===== src/rtl/irq_seq_pkg.sv =====
package irq_seq_pkg;

  typedef enum logic [1:0] {
    RQ_NMI  = 2'd0,
    RQ_NVI  = 2'd1,
    RQ_VACK = 2'd2,
    RQ_VRET = 2'd3
  } rq_kind_e;

  typedef enum logic [1:0] {
    SQ_IDLE,
    SQ_FIRST,
    SQ_SECOND
  } sq_state_e;

  localparam logic [3:0] ST_ACK_MASTER = 4'b0100;
  localparam logic [3:0] ST_ACK_CASC   = 4'b0101;
  localparam logic [3:0] ST_RET_MASTER = 4'b0110;
  localparam logic [3:0] ST_RET_CASC   = 4'b0111;

endpackage


===== src/rtl/irq_casc_table.sv =====
module irq_casc_table #(
  parameter int DEPTH  = 16,
  parameter int ADDR_W = 24,
  localparam int IDX_W = $clog2(DEPTH)
) (
  input  logic              clk,
  input  logic              rst_n,
  input  logic              wr_en,
  input  logic [IDX_W-1:0]  wr_idx,
  input  logic [ADDR_W-1:0] wr_data,
  input  logic [IDX_W-1:0]  rd_idx,
  output logic [ADDR_W-1:0] rd_data
);

  logic [ADDR_W-1:0] entry_q [DEPTH];

  always_ff @(posedge clk or negedge rst_n) begin
    if (!rst_n) begin
      for (int i = 0; i < DEPTH; i++) entry_q[i] <= '0;
    end else if (wr_en) begin
      entry_q[wr_idx] <= wr_data;
    end
  end

  assign rd_data = entry_q[rd_idx];

endmodule


===== src/rtl/irq_lane_pick.sv =====
module irq_lane_pick #(
  parameter int DATA_W = 16,
  localparam int LANES = DATA_W / 8,
  localparam int SEL_W = (LANES > 1) ? $clog2(LANES) : 1
) (
  input  logic [DATA_W-1:0] data,
  input  logic [SEL_W-1:0]  lane_sel,
  output logic [7:0]        lane_byte,
  output logic              hi_lane_n
);

  logic [7:0] lanes [LANES];

  for (genvar g = 0; g < LANES; g++) begin : g_lane
    assign lanes[g] = data[g*8 +: 8];
  end

  assign lane_byte = lanes[lane_sel];
  assign hi_lane_n = (lane_sel == '0);

endmodule


===== src/rtl/irq_seq_ctrl.sv =====
module irq_seq_ctrl
  import irq_seq_pkg::*;
#(
  parameter int ADDR_W = 24,
  parameter int IDX_W  = 4,
  parameter logic [ADDR_W-1:0] MASTER_ADDR = 24'hFFFE00,
  parameter logic [ADDR_W-1:0] NMI_ADDR    = 24'hFFFF00
) (
  input  logic              clk,
  input  logic              rst_n,
  input  logic              req_valid,
  input  logic [1:0]        req_kind,
  output logic              req_ready,
  input  logic              bus_rdy,
  input  logic [7:0]        rsp_byte,
  output logic [IDX_W-1:0]  tbl_rd_idx,
  input  logic [ADDR_W-1:0] tbl_rd_data,
  output logic [ADDR_W-1:0] cyc_addr,
  output logic [3:0]        cyc_status,
  output logic              cyc_active,
  output logic              done,
  output logic [7:0]        done_vec,
  output logic              done_casc
);

  sq_state_e         state_q;
  rq_kind_e          kind_q;
  logic [ADDR_W-1:0] addr_q;
  logic [3:0]        status_q;
  logic [7:0]        first_q;
  logic              done_q;
  logic [7:0]        vec_q;
  logic              casc_q;

  logic is_vectored;
  logic casc_hit;
  logic vec_drop;

  always_comb begin
    is_vectored = (kind_q == RQ_VACK) || (kind_q == RQ_VRET);
    casc_hit    = is_vectored && rsp_byte[7];
    vec_drop    = !is_vectored;
    tbl_rd_idx  = rsp_byte[IDX_W-1:0];
  end

  always_ff @(posedge clk or negedge rst_n) begin
    if (!rst_n) begin
      state_q  <= SQ_IDLE;
      kind_q   <= RQ_NMI;
      addr_q   <= '0;
      status_q <= '0;
      first_q  <= '0;
      done_q   <= 1'b0;
      vec_q    <= '0;
      casc_q   <= 1'b0;
    end else begin
      done_q <= 1'b0;
      unique case (state_q)
        SQ_IDLE: begin
          if (req_valid) begin
            kind_q   <= rq_kind_e'(req_kind);
            addr_q   <= (rq_kind_e'(req_kind) == RQ_NMI) ? NMI_ADDR : MASTER_ADDR;
            status_q <= (rq_kind_e'(req_kind) == RQ_VRET) ? ST_RET_MASTER : ST_ACK_MASTER;
            state_q  <= SQ_FIRST;
          end
        end
        SQ_FIRST: begin
          if (bus_rdy) begin
            first_q <= rsp_byte;
            if (casc_hit) begin
              addr_q   <= tbl_rd_data;
              status_q <= (kind_q == RQ_VRET) ? ST_RET_CASC : ST_ACK_CASC;
              state_q  <= SQ_SECOND;
            end else begin
              state_q <= SQ_IDLE;
              done_q  <= 1'b1;
              casc_q  <= 1'b0;
              vec_q   <= vec_drop ? 8'h00 : rsp_byte;
            end
          end
        end
        SQ_SECOND: begin
          if (bus_rdy) begin
            state_q <= SQ_IDLE;
            done_q  <= 1'b1;
            casc_q  <= 1'b1;
            vec_q   <= (kind_q == RQ_VRET) ? first_q : rsp_byte;
          end
        end
        default: state_q <= SQ_IDLE;
      endcase
    end
  end

  assign req_ready  = (state_q == SQ_IDLE);
  assign cyc_active = (state_q != SQ_IDLE);
  assign cyc_addr   = addr_q;
  assign cyc_status = status_q;
  assign done       = done_q;
  assign done_vec   = vec_q;
  assign done_casc  = casc_q;

endmodule


===== src/rtl/irq_bus_seq.sv =====
module irq_bus_seq #(
  parameter int ADDR_W    = 24,
  parameter int DATA_W    = 16,
  parameter int TBL_DEPTH = 16,
  parameter logic [ADDR_W-1:0] MASTER_ADDR = 24'hFFFE00,
  parameter logic [ADDR_W-1:0] NMI_ADDR    = 24'hFFFF00,
  localparam int IDX_W = $clog2(TBL_DEPTH),
  localparam int LANES = DATA_W / 8,
  localparam int SEL_W = (LANES > 1) ? $clog2(LANES) : 1
) (
  input  logic              clk,
  input  logic              rst_n,
  input  logic              req_valid,
  output logic              req_ready,
  input  logic [1:0]        req_kind,
  input  logic              tbl_we,
  input  logic [IDX_W-1:0]  tbl_idx,
  input  logic [ADDR_W-1:0] tbl_addr,
  output logic [ADDR_W-1:0] bus_addr,
  output logic [3:0]        bus_status,
  output logic              bus_hbe_n,
  output logic              bus_rd,
  output logic              bus_dir_rd,
  input  logic              bus_rdy,
  input  logic [DATA_W-1:0] bus_data,
  output logic              done,
  output logic [7:0]        done_vec,
  output logic              done_casc
);

  logic [IDX_W-1:0]  rd_idx;
  logic [ADDR_W-1:0] rd_entry;
  logic [7:0]        picked;
  logic              active;

  irq_casc_table #(.DEPTH(TBL_DEPTH), .ADDR_W(ADDR_W)) u_table (
    .clk     (clk),
    .rst_n   (rst_n),
    .wr_en   (tbl_we),
    .wr_idx  (tbl_idx),
    .wr_data (tbl_addr),
    .rd_idx  (rd_idx),
    .rd_data (rd_entry)
  );

  irq_lane_pick #(.DATA_W(DATA_W)) u_lane (
    .data      (bus_data),
    .lane_sel  (bus_addr[SEL_W-1:0]),
    .lane_byte (picked),
    .hi_lane_n (bus_hbe_n)
  );

  irq_seq_ctrl #(
    .ADDR_W      (ADDR_W),
    .IDX_W       (IDX_W),
    .MASTER_ADDR (MASTER_ADDR),
    .NMI_ADDR    (NMI_ADDR)
  ) u_ctrl (
    .clk         (clk),
    .rst_n       (rst_n),
    .req_valid   (req_valid),
    .req_kind    (req_kind),
    .req_ready   (req_ready),
    .bus_rdy     (bus_rdy),
    .rsp_byte    (picked),
    .tbl_rd_idx  (rd_idx),
    .tbl_rd_data (rd_entry),
    .cyc_addr    (bus_addr),
    .cyc_status  (bus_status),
    .cyc_active  (active),
    .done        (done),
    .done_vec    (done_vec),
    .done_casc   (done_casc)
  );

  assign bus_rd     = active;
  assign bus_dir_rd = active;

endmodule


===== config.mk =====
export PLATFORM = sky130hd
export DESIGN_NAME = irq_bus_seq
export DESIGN_NICKNAME = d
export VERILOG_FILES = /design/src/rtl/irq_seq_pkg.sv /design/src/rtl/irq_casc_table.sv /design/src/rtl/irq_lane_pick.sv /design/src/rtl/irq_seq_ctrl.sv /design/src/rtl/irq_bus_seq.sv
export SDC_FILE = /design/constraint.sdc
export NUM_CORES = 1
export LEC_CHECK = 0
export BUFFER_PORTS_ARGS = -buffer_cell sky130_fd_sc_hd__buf_2
export CAP_MARGIN = 40
export CORE_UTILIZATION = 61
export CTS_CLUSTER_DIAMETER = 40
export CTS_CLUSTER_SIZE = 16
export DETAILED_ROUTE_END_ITERATION = 8
export GPL_TIMING_DRIVEN = 1
export PLACE_DENSITY = 0.79
export SLEW_MARGIN = 20
export SYNTH_ARGS = -nofsm -noshare
export SYNTH_HDL_FRONTEND = slang
export SYNTH_SLANG_ARGS = --single-unit

===== constraint.sdc =====
create_clock -name clk -period 4 [get_ports clk]
set_clock_uncertainty 0.1 [all_clocks]
set_input_delay 0.2 -clock clk [delete_from_list [all_inputs] [get_ports clk]]
set_output_delay 0.2 -clock clk [all_outputs]
set_load 0.1 [all_outputs]

==> out/results.tsv <==
metric	value	unit
sw frac	0.336	
Power, Total	15500	uW
most frequent cell after synthesis	dfrtp_1	
setup TNS	0	ns
HP Class	in -> reg	
Max stage delay on crit path	0.75	ns
Initial Utilization	0.624	
I/O pins	93	
Die H	179	microns
Crit path depth	6	
Yosys top cell by area	dfrtp_1	
Ant. Diodes	0	
Setup Fix Bufs, Post-CTS	0	
FMAX	338	MHz
Slew HR	0.359	
largest net degree at the start of global routing	117	
library cells used by synthesis	39	
crit path max fanout	50	
CTS buffer count	52	
VDD IR-drop max	531	uV
die area	32200	sq um
Seq/Total Area, Yosys	0.565	
GRT Total Usage	0.298	
DRT Pass-1 Iters	7	
min cycle time layout	2.96	ns
clock slew at reported path FFs	0.06	ns
pwr dens	692	nW/um^2
DR vias/cell	6.38	
failing checks	design-rule violations	
Max clock buf depth	3	
Non-Filler Instances	1811	
RSZ-0062 raised after global routing	no	
Synthesis Warnings	0	
switching power	5220	uW
total routed wirelength	45700	microns
largest cells by area after synthesis	dfrtp_1 56%, mux2_2 23%, mux4_2 11%, clkbuf_1 1.6%, nand2_1 1.2%	
Worst EP arrival	3.26	ns
post-layout util	0.730	
Worst Path Required	4.30	ns
Slew Limit Fails	0	
sequential group share of total power	0.391	
final worst-path cycle share	0.740	
area delta synth->final	16.9	%
first-pass GRT wire length	71100	microns
status	finished, violations left	
syn_nets	1319	
CP Class	reg -> reg	
Fin. Hold Viols	0	
crit end category	flop	
Post-synth top cells	433 x dfrtp_1, 387 x mux2_2, 96 x mux4_2, 84 x clkbuf_1, 59 x nand2_1	
Async SR Flop Fraction	1.00	
pre-CTS WS	1.06	ns
register bit count reported by yosys	433	
Post-Syn Area	19200	sq um
Comb power frac	0.291	
crit start category	flop	
Core Rows	64	
Setup-failing EPs final	0	
r2r setup slk	1.04	ns
final worst setup slack	1.04	ns
Avg WL per Cell	25.3	microns
CTS tree	yes	
DRC violations left	20	
FF-to-FF Start	u_ctrl.cyc_addr[0]	
DR iter-0 viols	954	
count of flip-flops with a built-in enable after synthesis	0	
Pint	10300	uW
share of layout cells above drive strength 1	0.512	
Leak Pwr	0.00965	uW
CP max stage cell	mux2i_4	
ys flop type	dfrtp_1	
placed cells	1685	
Clock Latency Late Sink	0.55	ns
hold-critical path depth	2	
Antenna Nets Post-Route	0	
# clock sinks	433	
Die X	179	microns
HP Start	tbl_addr[22]	
initial antenna violation count	1	
DP HPWL	26200	microns
total congestion overflow	0	
number of global-route vias before repair	12087	
Hold EP	u_table.entry_q[22]	
Worst Tran Pin Value	0.962	ns
Core ar.	30700	sq um
max-cap violations	0	
fill count	1912	
post-synth top area share	0.565	
Final nets	1427	
reg-to-reg endpoint	u_ctrl.cyc_addr[12]	
Clk pwr share	0.318	
port buffer count	91	
cell depth of the worst flop-to-flop path	6	
GPL Wtd Cong	0.805	
CP cell instances	buf_4 -> mux2i_4 -> buf_12 -> mux4_2 -> a222oi_1 -> a31oi_1	
H-tree levels	2	
CTS root buf	clkbuf_16	
via count	11551	
Top Family by Delay on Critical Path	multiplexers	
CP Buf/Inv Count	2	
cell count after synthesis	1265	
Avg Synthesized Cell Area	15.2	sq um
## registers in the layout (all words and copies together), names as in the netlist
register	flops
u_ctrl.cyc_addr	24
u_ctrl.done_casc	1
u_ctrl.kind_q	2
u_ctrl.done	1
u_table.entry_q	384
u_ctrl.done_vec	8
u_ctrl.state_q	2
u_ctrl.cyc_status	3
u_ctrl.first_q	8
## cells in the final DEF (no fill, tap or decap), types with 4 or more instances in the layout
cell type	n
a222oi_1	15
buf_4	22
a21oi_1	28
nand4_1	9
bufinv_16	7
nor2_1	43
dlygate4sd3_1	30
inv_6	7
mux4_2	96
mux2_2	387
buf_2	90
clkinvlp_4	10
buf_12	14
clkinv_4	7
a31oi_1	16
inv_8	4
nand2b_1	4
nand2_1	59
clkbuf_16	53
dfrtp_1	433
a22o_1	8
mux2i_1	7
nor2_4	9
inv_1	7
## cell families (layout without fill, tap and decap cells)
| family | Yosys count | in the layout | synth area share |
|---|---|---|---|
| AOI/OAI and AO/OA | 83 | 83 | 0.0303 |
| adders and majority gates | 3 | 3 | 0.00196 |
| buffers and inverters | 111 | 261 | 0.0263 |
| DFF | 433 | 433 | 0.565 |
| muxes | 492 | 492 | 0.345 |
| other | 1 | 1 | 0.000195 |
| and+or+nand+nor | 142 | 142 | 0.0318 |
## worst max path at each step
stage / start / endpoint / slack, ns
floorplan: u_ctrl.state_q[0] / u_ctrl.cyc_addr[4] / 0.71
global placement: u_ctrl.cyc_addr[0] / u_ctrl.cyc_addr[14] / 1.19
detailed placement: u_ctrl.cyc_addr[0] / u_ctrl.cyc_addr[12] / 1.06
CTS: u_ctrl.cyc_addr[0] / u_ctrl.cyc_addr[12] / 1.06
global route: u_ctrl.cyc_addr[0] / u_ctrl.cyc_addr[12] / 0.88
finish: u_ctrl.cyc_addr[0] / u_ctrl.cyc_addr[12] / 1.04
## power groups by stage
stage               combinational (uW)  clock (uW)  sequential [uW]
floorplan                         2650           0             6850
global placement                  4320           0             6050
finish                            4520        4930             6070
CTS                               4520        4990             6060
detailed placement                4440           0             6120
global route                      4810        5190             6200
## layer usage
layer | track usage | vias up | share of wire
li1 | - | 4911 | -
met1 | 0.429 | 6132 | 0.43
met2 | 0.469 | 417 | 0.48
met3 | 0.0572 | 89 | 0.064
met4 | 0.0844 | 2 | 0.024
met5 | 0 | - | 0.00028
## stage by stage
step / hold WS [ns] / cell area (sq um)
after floorplan: -0.196 / 19200
after global placement: 0.226 / 20100
after detailed placement: 0.231 / 20300
after CTS: 0.000588 / 22400
after global routing: 0.0254 / 22400
final: 0.0146 / 22400
## what timing repair did
item	CTS	global route
endpoints found under the setup margin	0	0
hold endpoints to repair	234	0
hold buffers	30	0
gates resized for setup	0	0
## area by class of cell
cell class / instances / area [sq um] / area share
Clock inverter: 39 / 484 / 0.0216
Inverter: 7 / 26.3 / 0.00117
Sequential cell: 433 / 10800 / 0.483
Multi-Input combinational cell: 721 / 7990 / 0.356
Timing Repair Buffer: 158 / 1240 / 0.0552
Tap cell: 396 / 495 / 0.0221
Clock buffer: 57 / 1360 / 0.0607
Power figures use the tool's default switching activity.
